===== src/rtl/wdog_pkg.sv =====
package wdog_pkg;
  function automatic int cnt_width(input int limit);
    return (limit < 2) ? 1 : $clog2(limit + 1);
  endfunction
endpackage


===== src/rtl/wdog_edge_det.sv =====
module wdog_edge_det #(
  parameter int SYNC_STAGES = 2
) (
  input  logic clk_i,
  input  logic rst_ni,
  input  logic kick_i,
  output logic change_o
);
  localparam int MSB = SYNC_STAGES - 1;

  logic [MSB:0] sync_q;
  logic         prev_q;

  generate
    if (SYNC_STAGES == 1) begin : g_single
      always_ff @(posedge clk_i or negedge rst_ni)
        if (!rst_ni) sync_q <= '0;
        else         sync_q <= kick_i;
    end else begin : g_chain
      always_ff @(posedge clk_i or negedge rst_ni)
        if (!rst_ni) sync_q <= '0;
        else         sync_q <= {sync_q[MSB-1:0], kick_i};
    end
  endgenerate

  always_ff @(posedge clk_i or negedge rst_ni)
    if (!rst_ni) prev_q <= 1'b0;
    else         prev_q <= sync_q[MSB];

  // either polarity restarts the timer
  assign change_o = sync_q[MSB] ^ prev_q;

  a_r3_change_one_cycle: assert property (@(posedge clk_i) disable iff (!rst_ni)
    change_o && $stable(kick_i) |=> !change_o || (SYNC_STAGES == 1));
endmodule


===== src/rtl/wdog_timer.sv =====
module wdog_timer #(
  parameter int TIMEOUT_TICKS = 1600,
  parameter int CNT_W = wdog_pkg::cnt_width(TIMEOUT_TICKS)
) (
  input  logic clk_i,
  input  logic rst_ni,
  input  logic tick_i,
  input  logic change_i,
  input  logic rst_active_i,
  input  logic float_i,
  output logic expired_o
);
  localparam logic [CNT_W-1:0] LAST = CNT_W'(TIMEOUT_TICKS - 1);

  logic [CNT_W-1:0] cnt_q;
  logic             fault_q;
  logic             hold;

  assign hold = change_i | rst_active_i | float_i;

  always_ff @(posedge clk_i or negedge rst_ni) begin
    if (!rst_ni) begin
      cnt_q   <= '0;
      fault_q <= 1'b0;
    end else if (hold) begin
      cnt_q   <= '0;
      fault_q <= 1'b0;
    end else if (tick_i && !fault_q) begin
      if (cnt_q == LAST) begin
        cnt_q   <= '0;
        fault_q <= 1'b1;
      end else begin
        cnt_q <= cnt_q + 1'b1;
      end
    end
  end

  assign expired_o = fault_q;

  a_r6_hold_in_reset: assert property (@(posedge clk_i) disable iff (!rst_ni)
    rst_active_i |=> cnt_q == '0 && !fault_q);
  a_r9_hold_when_float: assert property (@(posedge clk_i) disable iff (!rst_ni)
    float_i |=> cnt_q == '0 && !fault_q);
  a_r3_change_restarts: assert property (@(posedge clk_i) disable iff (!rst_ni)
    change_i |=> cnt_q == '0 && !fault_q);
  a_r10_no_tick_stable: assert property (@(posedge clk_i) disable iff (!rst_ni)
    !tick_i && !hold |=> $stable(cnt_q) && $stable(fault_q));
  a_r5_fault_sticky: assert property (@(posedge clk_i) disable iff (!rst_ni)
    fault_q && !hold |=> fault_q);
  a_r2_cnt_bound: assert property (@(posedge clk_i) disable iff (!rst_ni)
    cnt_q <= LAST);
endmodule


===== src/rtl/wdog_monitor.sv =====
module wdog_monitor #(
  parameter int TIMEOUT_TICKS = 1600,
  parameter int SYNC_STAGES   = 2
) (
  input  logic clk_i,
  input  logic rst_ni,
  input  logic tick_i,
  input  logic kick_i,
  input  logic rst_active_i,
  input  logic supply_ok_i,
  input  logic kick_float_i,
  output logic fault_n_o
);
  localparam int CNT_W = wdog_pkg::cnt_width(TIMEOUT_TICKS);

  logic change;
  logic expired;

  wdog_edge_det #(.SYNC_STAGES(SYNC_STAGES)) u_edge (
    .clk_i    (clk_i),
    .rst_ni   (rst_ni),
    .kick_i   (kick_i),
    .change_o (change)
  );

  wdog_timer #(.TIMEOUT_TICKS(TIMEOUT_TICKS), .CNT_W(CNT_W)) u_timer (
    .clk_i        (clk_i),
    .rst_ni       (rst_ni),
    .tick_i       (tick_i),
    .change_i     (change),
    .rst_active_i (rst_active_i),
    .float_i      (kick_float_i),
    .expired_o    (expired)
  );

  // supply path is combinational: no recovery delay
  assign fault_n_o = supply_ok_i & ~expired;

  a_r9_float_follows_supply: assert property (@(posedge clk_i) disable iff (!rst_ni)
    kick_float_i && $past(kick_float_i) |-> fault_n_o == supply_ok_i);
  a_r6_reset_clears_fault: assert property (@(posedge clk_i) disable iff (!rst_ni)
    $past(rst_active_i) && rst_active_i |-> fault_n_o == supply_ok_i);
endmodule


===== config.mk =====
export PLATFORM = sky130hd
export DESIGN_NAME = wdog_monitor
export DESIGN_NICKNAME = d
export VERILOG_FILES = /design/src/rtl/wdog_pkg.sv /design/src/rtl/wdog_edge_det.sv /design/src/rtl/wdog_timer.sv /design/src/rtl/wdog_monitor.sv
export SDC_FILE = /design/constraint.sdc
export NUM_CORES = 1
export LEC_CHECK = 0
export BUFFER_PORTS_ARGS = -buffer_cell sky130_fd_sc_hd__clkbuf_2
export CAP_MARGIN = 25
export CORE_MARGIN = 3
export CORE_UTILIZATION = 55
export CTS_CLUSTER_SIZE = 8
export DETAILED_ROUTE_END_ITERATION = 16
export PLACE_DENSITY_LB_ADDON = 0.3
export SYNTH_ARGS = -nofsm -noshare
export SYNTH_HDL_FRONTEND = slang
export SYNTH_SLANG_ARGS = --single-unit

===== constraint.sdc =====
create_clock -name clk_i -period 4.3 [get_ports clk_i]
set_clock_uncertainty 0.2 [all_clocks]
set_input_delay 0.86 -clock clk_i [delete_from_list [all_inputs] [get_ports clk_i]]
set_output_delay 0.86 -clock clk_i [all_outputs]
set_load 0.05 [all_outputs]

==> results of run 1 <==
[power by group]
group | switching (W) | total [W] | internal (W)
clock | 0.0000454 | 0.0000799 | 0.0000346
combinational | 0.0000125 | 0.0000185 | 0.00000597
sequential | 0.00000180 | 0.000145 | 0.000143
[routing by layer]
layer	wire length, microns	up-vias
li1	-	306
met2	661	24
met4	21	0
met5	0	-
met3	78	4
met1	665	284
[worst max-delay path: cells and delay by family]
family                 cells  cell delay, ns
buffers and inverters      2            0.35
AND/OR/NAND/NOR            1            0.11
[cells by family after synthesis]
group / count (synthesis) / share of synthesized area [%]
compound gates: 19 / 15.0
xor+xnor: 5 / 6.56
fa+ha+maj: 1 / 1.60
buf+inv: 2 / 1.92
flops: 15 / 48.0
simple gates: 35 / 26.9
[cell usage in the layout (no fill, tap or decap), types with 2 or more instances in the layout]
master    instances
nor2_1            6
nand3_1           6
xnor2_1           3
a31oi_1           2
a21oi_1           7
nand2_1           4
or4_1             2
clkbuf_4          3
o21ai_0           3
nand4_1           4
or3_2             3
clkbuf_2          7
dfrtp_1          15
o31ai_1           4
[final timing paths]
| check | slack (ns) | to |
|---|---|---|
| min reg2reg | 0.16 | u_edge.sync_q[1] |
| max in group asynchronous | 3.38 | u_timer.cnt_q[5] |
| max reg2reg | 2.36 | u_timer.cnt_q[4] |
| min in group asynchronous | 0.26 | u_timer.cnt_q[1] |
| max | 1.91 | fault_n_o |
| min | 0.16 | u_edge.sync_q[1] |
[final cells by class]
| class | instances | area, sq um |
|---|---|---|
| Multi-Input combinational cell | 60 | 392 |
| Sequential cell | 15 | 375 |
| Fill cell | 95 | 365 |
| Timing Repair Buffer | 7 | 35.0 |
| Clock buffer | 3 | 22.5 |
| Tap cell | 14 | 17.5 |
| Clock inverter | 1 | 5.00 |
| Inverter | 1 | 3.75 |
[stage by stage]
step | setup slack [ns] | cells | power, W | cell area [sq um]
after global routing | 1.90 | 101 | 0.000258 | 851
final | 1.91 | 101 | 0.000243 | 851
after floorplan | 1.67 | 77 | 0.000159 | 782
after detailed placement | 1.91 | 97 | 0.000166 | 823
after global placement | 1.91 | 97 | 0.000166 | 823
after CTS | 1.91 | 101 | 0.000245 | 851
[flip-flops by register name, summed over array words and instances, names as in the netlist]
name / count
u_timer.cnt_q: 11
u_edge.sync_q: 2
u_edge.prev_q: 1
u_timer.expired_o: 1
==> impl_metrics.py, run 1 <==
metrics = {
    "timing": {
        "timing_hold_violations_final": 0,
        "slew_headroom_pct": 63.1,
        "final.period_utilization_pct": 55.5,
        "worstMarginPinSlew_ns": 0.551,
        "slew_violations": 0,
        "fin_tns_setup_ns": 0,
        "period_needed_ns": 2.39,
        "hold_ws_ns": 0.163,
        "setup_viol_count_final": 0,
        "rsz0062_at_grt": "no",
        "max_freq_mhz": 419,
    },
    "synthesis": {
        "ys.flop_type": "dfrtp_1",
        "synth_seq_area_share_pct": 48.0,
        "synth_most_common_cell": "dfrtp_1",
        "syn_nets": 85,
        "synth.avg_cell_area_sq_um": 10.2,
        "synth_top_area_share_pct": 48.0,
        "async_reset_ff_share_pct": 100,
        "syn_area_sq_um": 782,
        "synthTopCellsByCount": "15 x dfrtp_1, 7 x a21oi_1, 6 x nand3_1, 6 x nor2_1",
        "synth_top_area_cell": "dfrtp_1",
        "yosys_warnings": 0,
        "synth-edff-count": 0,
        "yosysUniqueCellTypes": 30,
        "netlist_top_cells_area": "dfrtp_1 48%, a21oi_1 4.5%, nand3_1 3.8%, o31ai_1 3.8%, xnor2_1 3.4%",
        "synth_cells": 77,
        "ys_ff_latch": 15,
    },
    "global_route": {
        "grt_pass1_vias": 570,
        "met1_usage_pct": 20.6,
        "globalRouteMet2Util_pct": 25.3,
        "grt-busiest-layer": "met2",
        "grt_max_degree": 16,
        "grtUsageTotal_pct": 16.6,
        "grt_antenna_before_repair": 0,
        "grt_overflow": 0,
        "grtUsageMet3_pct": 6.22,
        "grt_pass1_wl_microns": 2330,
    },
    "layout": {
        "diodes": 0,
        "drive_gt1_share_pct": 24.1,
        "final_core_util_pct": 70.0,
        "syn_to_final_growth_pct": 8.80,
        "fin_nets": 96,
    },
    "worst_setup_path": {
        "crit_fanout": 1,
        "startpoint": "supply_ok_i",
        "worstPathRequired_ns": 3.24,
        "start_kind": "primary input",
        "critPathKind": "in -> out",
        "path_cells": "clkbuf_2 -> nor2b_1 -> clkbuf_2",
        "r2r-start": "u_timer.cnt_q[0]",
        "cp-end-kind": "output pin",
        "r2r_cells": 5,
        "arrival_ns": 1.33,
        "crit_top_cell": "clkbuf_2",
        "cpMaxStageDelayCell": "clkbuf_2",
        "slowest_delay_ns": 0.28,
    },
    "floorplan": {
        "die_w_microns": 43.7,
        "ioPinCount": 8,
        "core_area_sq_um": 1220,
        "fp.dieH_microns": 43.7,
        "dieArea_sq_um": 1910,
        "start_util_pct": 64.3,
        "row_count": 12,
    },
    "routing": {
        "dr.pass1.iters": 4,
        "drt-initial-drc-count": 19,
        "vias_per_cell": 6.12,
        "route.detailed.drc": 0,
        "drt-total-wl_microns": 1430,
        "vias": 618,
        "avgRoutedWirePerCell_microns": 14.1,
        "ant_nets": 0,
    },
    "clock_tree": {
        "clk_pin_slew_ns": 0.09,
        "cts.sinks": 15,
        "cts_hold_buf": 0,
        "cts_buffer_depth": 2,
        "ctsRootBufferMaster": "clkbuf_4",
        "tritoncts": "yes",
        "cts_max_level": 1,
        "post_cts_buffers": 0,
        "clock_latency_ns": 0.28,
        "cts-resized-gates": 0,
        "cts_buffers": 3,
    },
    "placement": {
        "place.gp.congestion": 0.805,
        "dp_hpwl_microns": 1030,
        "numPortBuffers": 7,
    },
    "power": {
        "p_leak_nw": 0.340,
        "ir_worst_vdd_mv": 0.193,
        "power_density_nw_per_um2": 286,
    },
    "job": {
        "max_cap_viol_count": 0,
    },
    "hold_path": {
        "hold_class": "reg -> reg",
        "whs_path_depth": 0,
        "worstHoldStart": "u_edge.sync_q[0]",
    },
    "outcome": {
        "status": "finished, final reports clean",
    },
}
Note: power is estimated with default switching activity, not from simulation.
==> run 2, diff against run 1 <==
- CORE_ASPECT_RATIO: default -> 1.1
- CORE_UTILIZATION: 55 -> 49
- clock period: 4.3 -> 2 ns (I/O delays scaled with it)
==> run 2 against run 1 <==
Against the previous run: die area up 11%; combinational power up 140%; non-clock buffer count increased by 4; cell count up 5.9%; critical path type is now reg -> reg; critical endpoint is now u_timer.cnt_q[8].
==> impl_metrics.py, run 2 (same netlist as run 1, synthesis figures left out) <==
metrics = {
    "clock_tree": {
        "ctsRootBufferMaster": "clkbuf_4",
        "clock_latency_ns": 0.27,
        "clk_pin_slew_ns": 0.09,
        "cts_buffer_depth": 2,
        "tritoncts": "yes",
        "cts_buffers": 3,
        "cts.sinks": 15,
        "cts_max_level": 1,
    },
    "global_route": {
        "met1_usage_pct": 20.4,
        "grt_pass1_vias": 529,
        "grt-busiest-layer": "met2",
        "grtUsageMet3_pct": 2.26,
        "grtUsageTotal_pct": 14.9,
        "globalRouteMet2Util_pct": 23.3,
        "grt_overflow": 0,
        "grt_max_degree": 16,
        "grt_pass1_wl_microns": 2270,
        "grt_antenna_before_repair": 0,
    },
    "routing": {
        "avgRoutedWirePerCell_microns": 12.8,
        "ant_nets": 0,
        "route.detailed.drc": 0,
        "vias": 604,
        "dr.pass1.iters": 4,
        "drt-total-wl_microns": 1370,
        "drt-initial-drc-count": 8,
        "vias_per_cell": 5.64,
    },
    "worst_setup_path": {
        "r2r-start": "u_timer.cnt_q[0]",
        "r2r_cells": 5,
        "critPathKind": "reg -> reg",
        "start_kind": "flop",
        "cpMaxStageDelayCell": "or3_2",
        "worstPathRequired_ns": 2.00,
        "path_cells": "ha_1 -> and4_2 -> nand4_1 -> or3_2 -> a21oi_1",
        "slowest_delay_ns": 0.42,
        "crit_buf_inv": 0,
        "crit_fanout": 5,
        "critPathTopFamily": "simple AND/OR/NAND/NOR gates",
        "arrival_ns": 1.85,
        "r2r-end": "u_timer.cnt_q[8]",
        "cp-end-kind": "flop",
        "r2r_slack_ns": 0.15,
    },
    "timing": {
        "final.period_utilization_pct": 92.5,
        "fin_tns_setup_ns": 0,
        "slew_headroom_pct": 75.7,
        "setup_viol_count_final": 0,
        "max_freq_mhz": 541,
        "hold_ws_ns": 0.0335,
        "period_needed_ns": 1.85,
        "slew_violations": 0,
        "setup_ws_ns": 0.151,
        "worstMarginPinSlew_ns": 0.364,
        "rsz0062_at_grt": "no",
        "timing_hold_violations_final": 0,
    },
    "floorplan": {
        "start_util_pct": 54.4,
        "fp.dieH_microns": 47.9,
        "row_count": 14,
        "ioPinCount": 8,
        "dieArea_sq_um": 2110,
        "core_area_sq_um": 1440,
        "die_w_microns": 44.1,
    },
    "hold_path": {
        "hold-path-endpoint": "u_edge.sync_q[0]",
        "worstHoldStart": "kick_i",
        "hold_class": "in -> reg",
        "whs_path_depth": 1,
    },
    "placement": {
        "pre_cts_ws_ns": 0.155,
        "dp_hpwl_microns": 1020,
        "place.gp.congestion": 0.762,
        "numPortBuffers": 7,
    },
    "power": {
        "ir_worst_vdd_mv": 0.358,
        "p_leak_nw": 0.355,
        "power_density_nw_per_um2": 587,
    },
    "outcome": {
        "status": "finished, final reports clean",
    },
    "layout": {
        "syn_to_final_growth_pct": 13.3,
        "fin_nets": 100,
        "drive_gt1_share_pct": 26.4,
        "largest_registers": "u_timer.cnt_q: 11 flops, u_edge.sync_q: 2 flops",
        "largest_reg_flops": 11,
        "fillerInstances": 123,
        "most-common-layout-cells": "15 x dfrtp_1, 7 x a21oi_1, 7 x clkbuf_2",
        "diodes": 0,
        "final_common_cell": "dfrtp_1",
        "top_register": "u_timer.cnt_q",
    },
    "job": {
        "max_cap_viol_count": 0,
    },
}
==> run 2: changes by cell type in the layout (fill, tap and decap cells not counted) <==
cell	delta
clkinv_2	-1
and4_2	+1
buf_4	+3
clkbuf_1	+1
dlygate4sd3_1	+1
and4_1	-1
==> run 2: stage by stage <==
stage	total power, W	utilization (%)	cells	area, sq um
2_1_floorplan	0.000341	-	77	782
3_3_place_gp	0.000359	59.1	102	848
3_5_place_dp	0.000360	59.1	102	848
4_1_cts	0.000525	61.6	107	885
5_1_grt	0.000544	61.7	107	886
6_report	0.000520	61.7	107	886
==> run 2: layout make-up <==
type | count | area [sq um] | share of cell area, %
sequential | 15 | 375 | 42.4
inverter | 1 | 3.75 | 0.424
multi-input combinational | 60 | 393 | 44.4
clock buffer | 4 | 26.3 | 2.97
timing repair buffer | 11 | 67.6 | 7.63
tap | 16 | 20.0 | 2.26
==> run 2: power by group <==
group | internal (W) | switching, W
registers | 0.000307 | 0.00000381
logic | 0.0000161 | 0.0000278
clock network | 0.0000771 | 0.0000880
total | 0.000400 | 0.000120
==> run 2: layer usage <==
| layer | up-vias | part of all wire, % |
|---|---|---|
| li1 | 316 | - |
| met1 | 279 | 49 |
| met2 | 7 | 47 |
| met3 | 2 | 2.9 |
| met4 | 0 | 1.0 |
| met5 | - | 0 |
==> run 2: worst max path at each step <==
stage / start / to / slack [ns] / cells after the start
5_1_grt: u_timer.cnt_q[0] / u_timer.cnt_q[8] / 0.003 / 5
2_1_floorplan: supply_ok_i / fault_n_o / 0.29 / 1
6_report: u_timer.cnt_q[0] / u_timer.cnt_q[8] / 0.15 / 5
3_3_place_gp: tick_i / u_timer.cnt_q[10] / 0.19 / 6
3_5_place_dp: u_timer.cnt_q[0] / u_timer.cnt_q[8] / 0.15 / 5
4_1_cts: u_timer.cnt_q[0] / u_timer.cnt_q[8] / 0.14 / 5
==> run 2: repair_timing <==
item                                   4_1_cts  5_1_grt
buffers inserted                             0        0
resized for setup                            0        1
endpoints found under the hold margin       15        0
hold buffers                                 1        0
setup endpoints to repair                    0        1
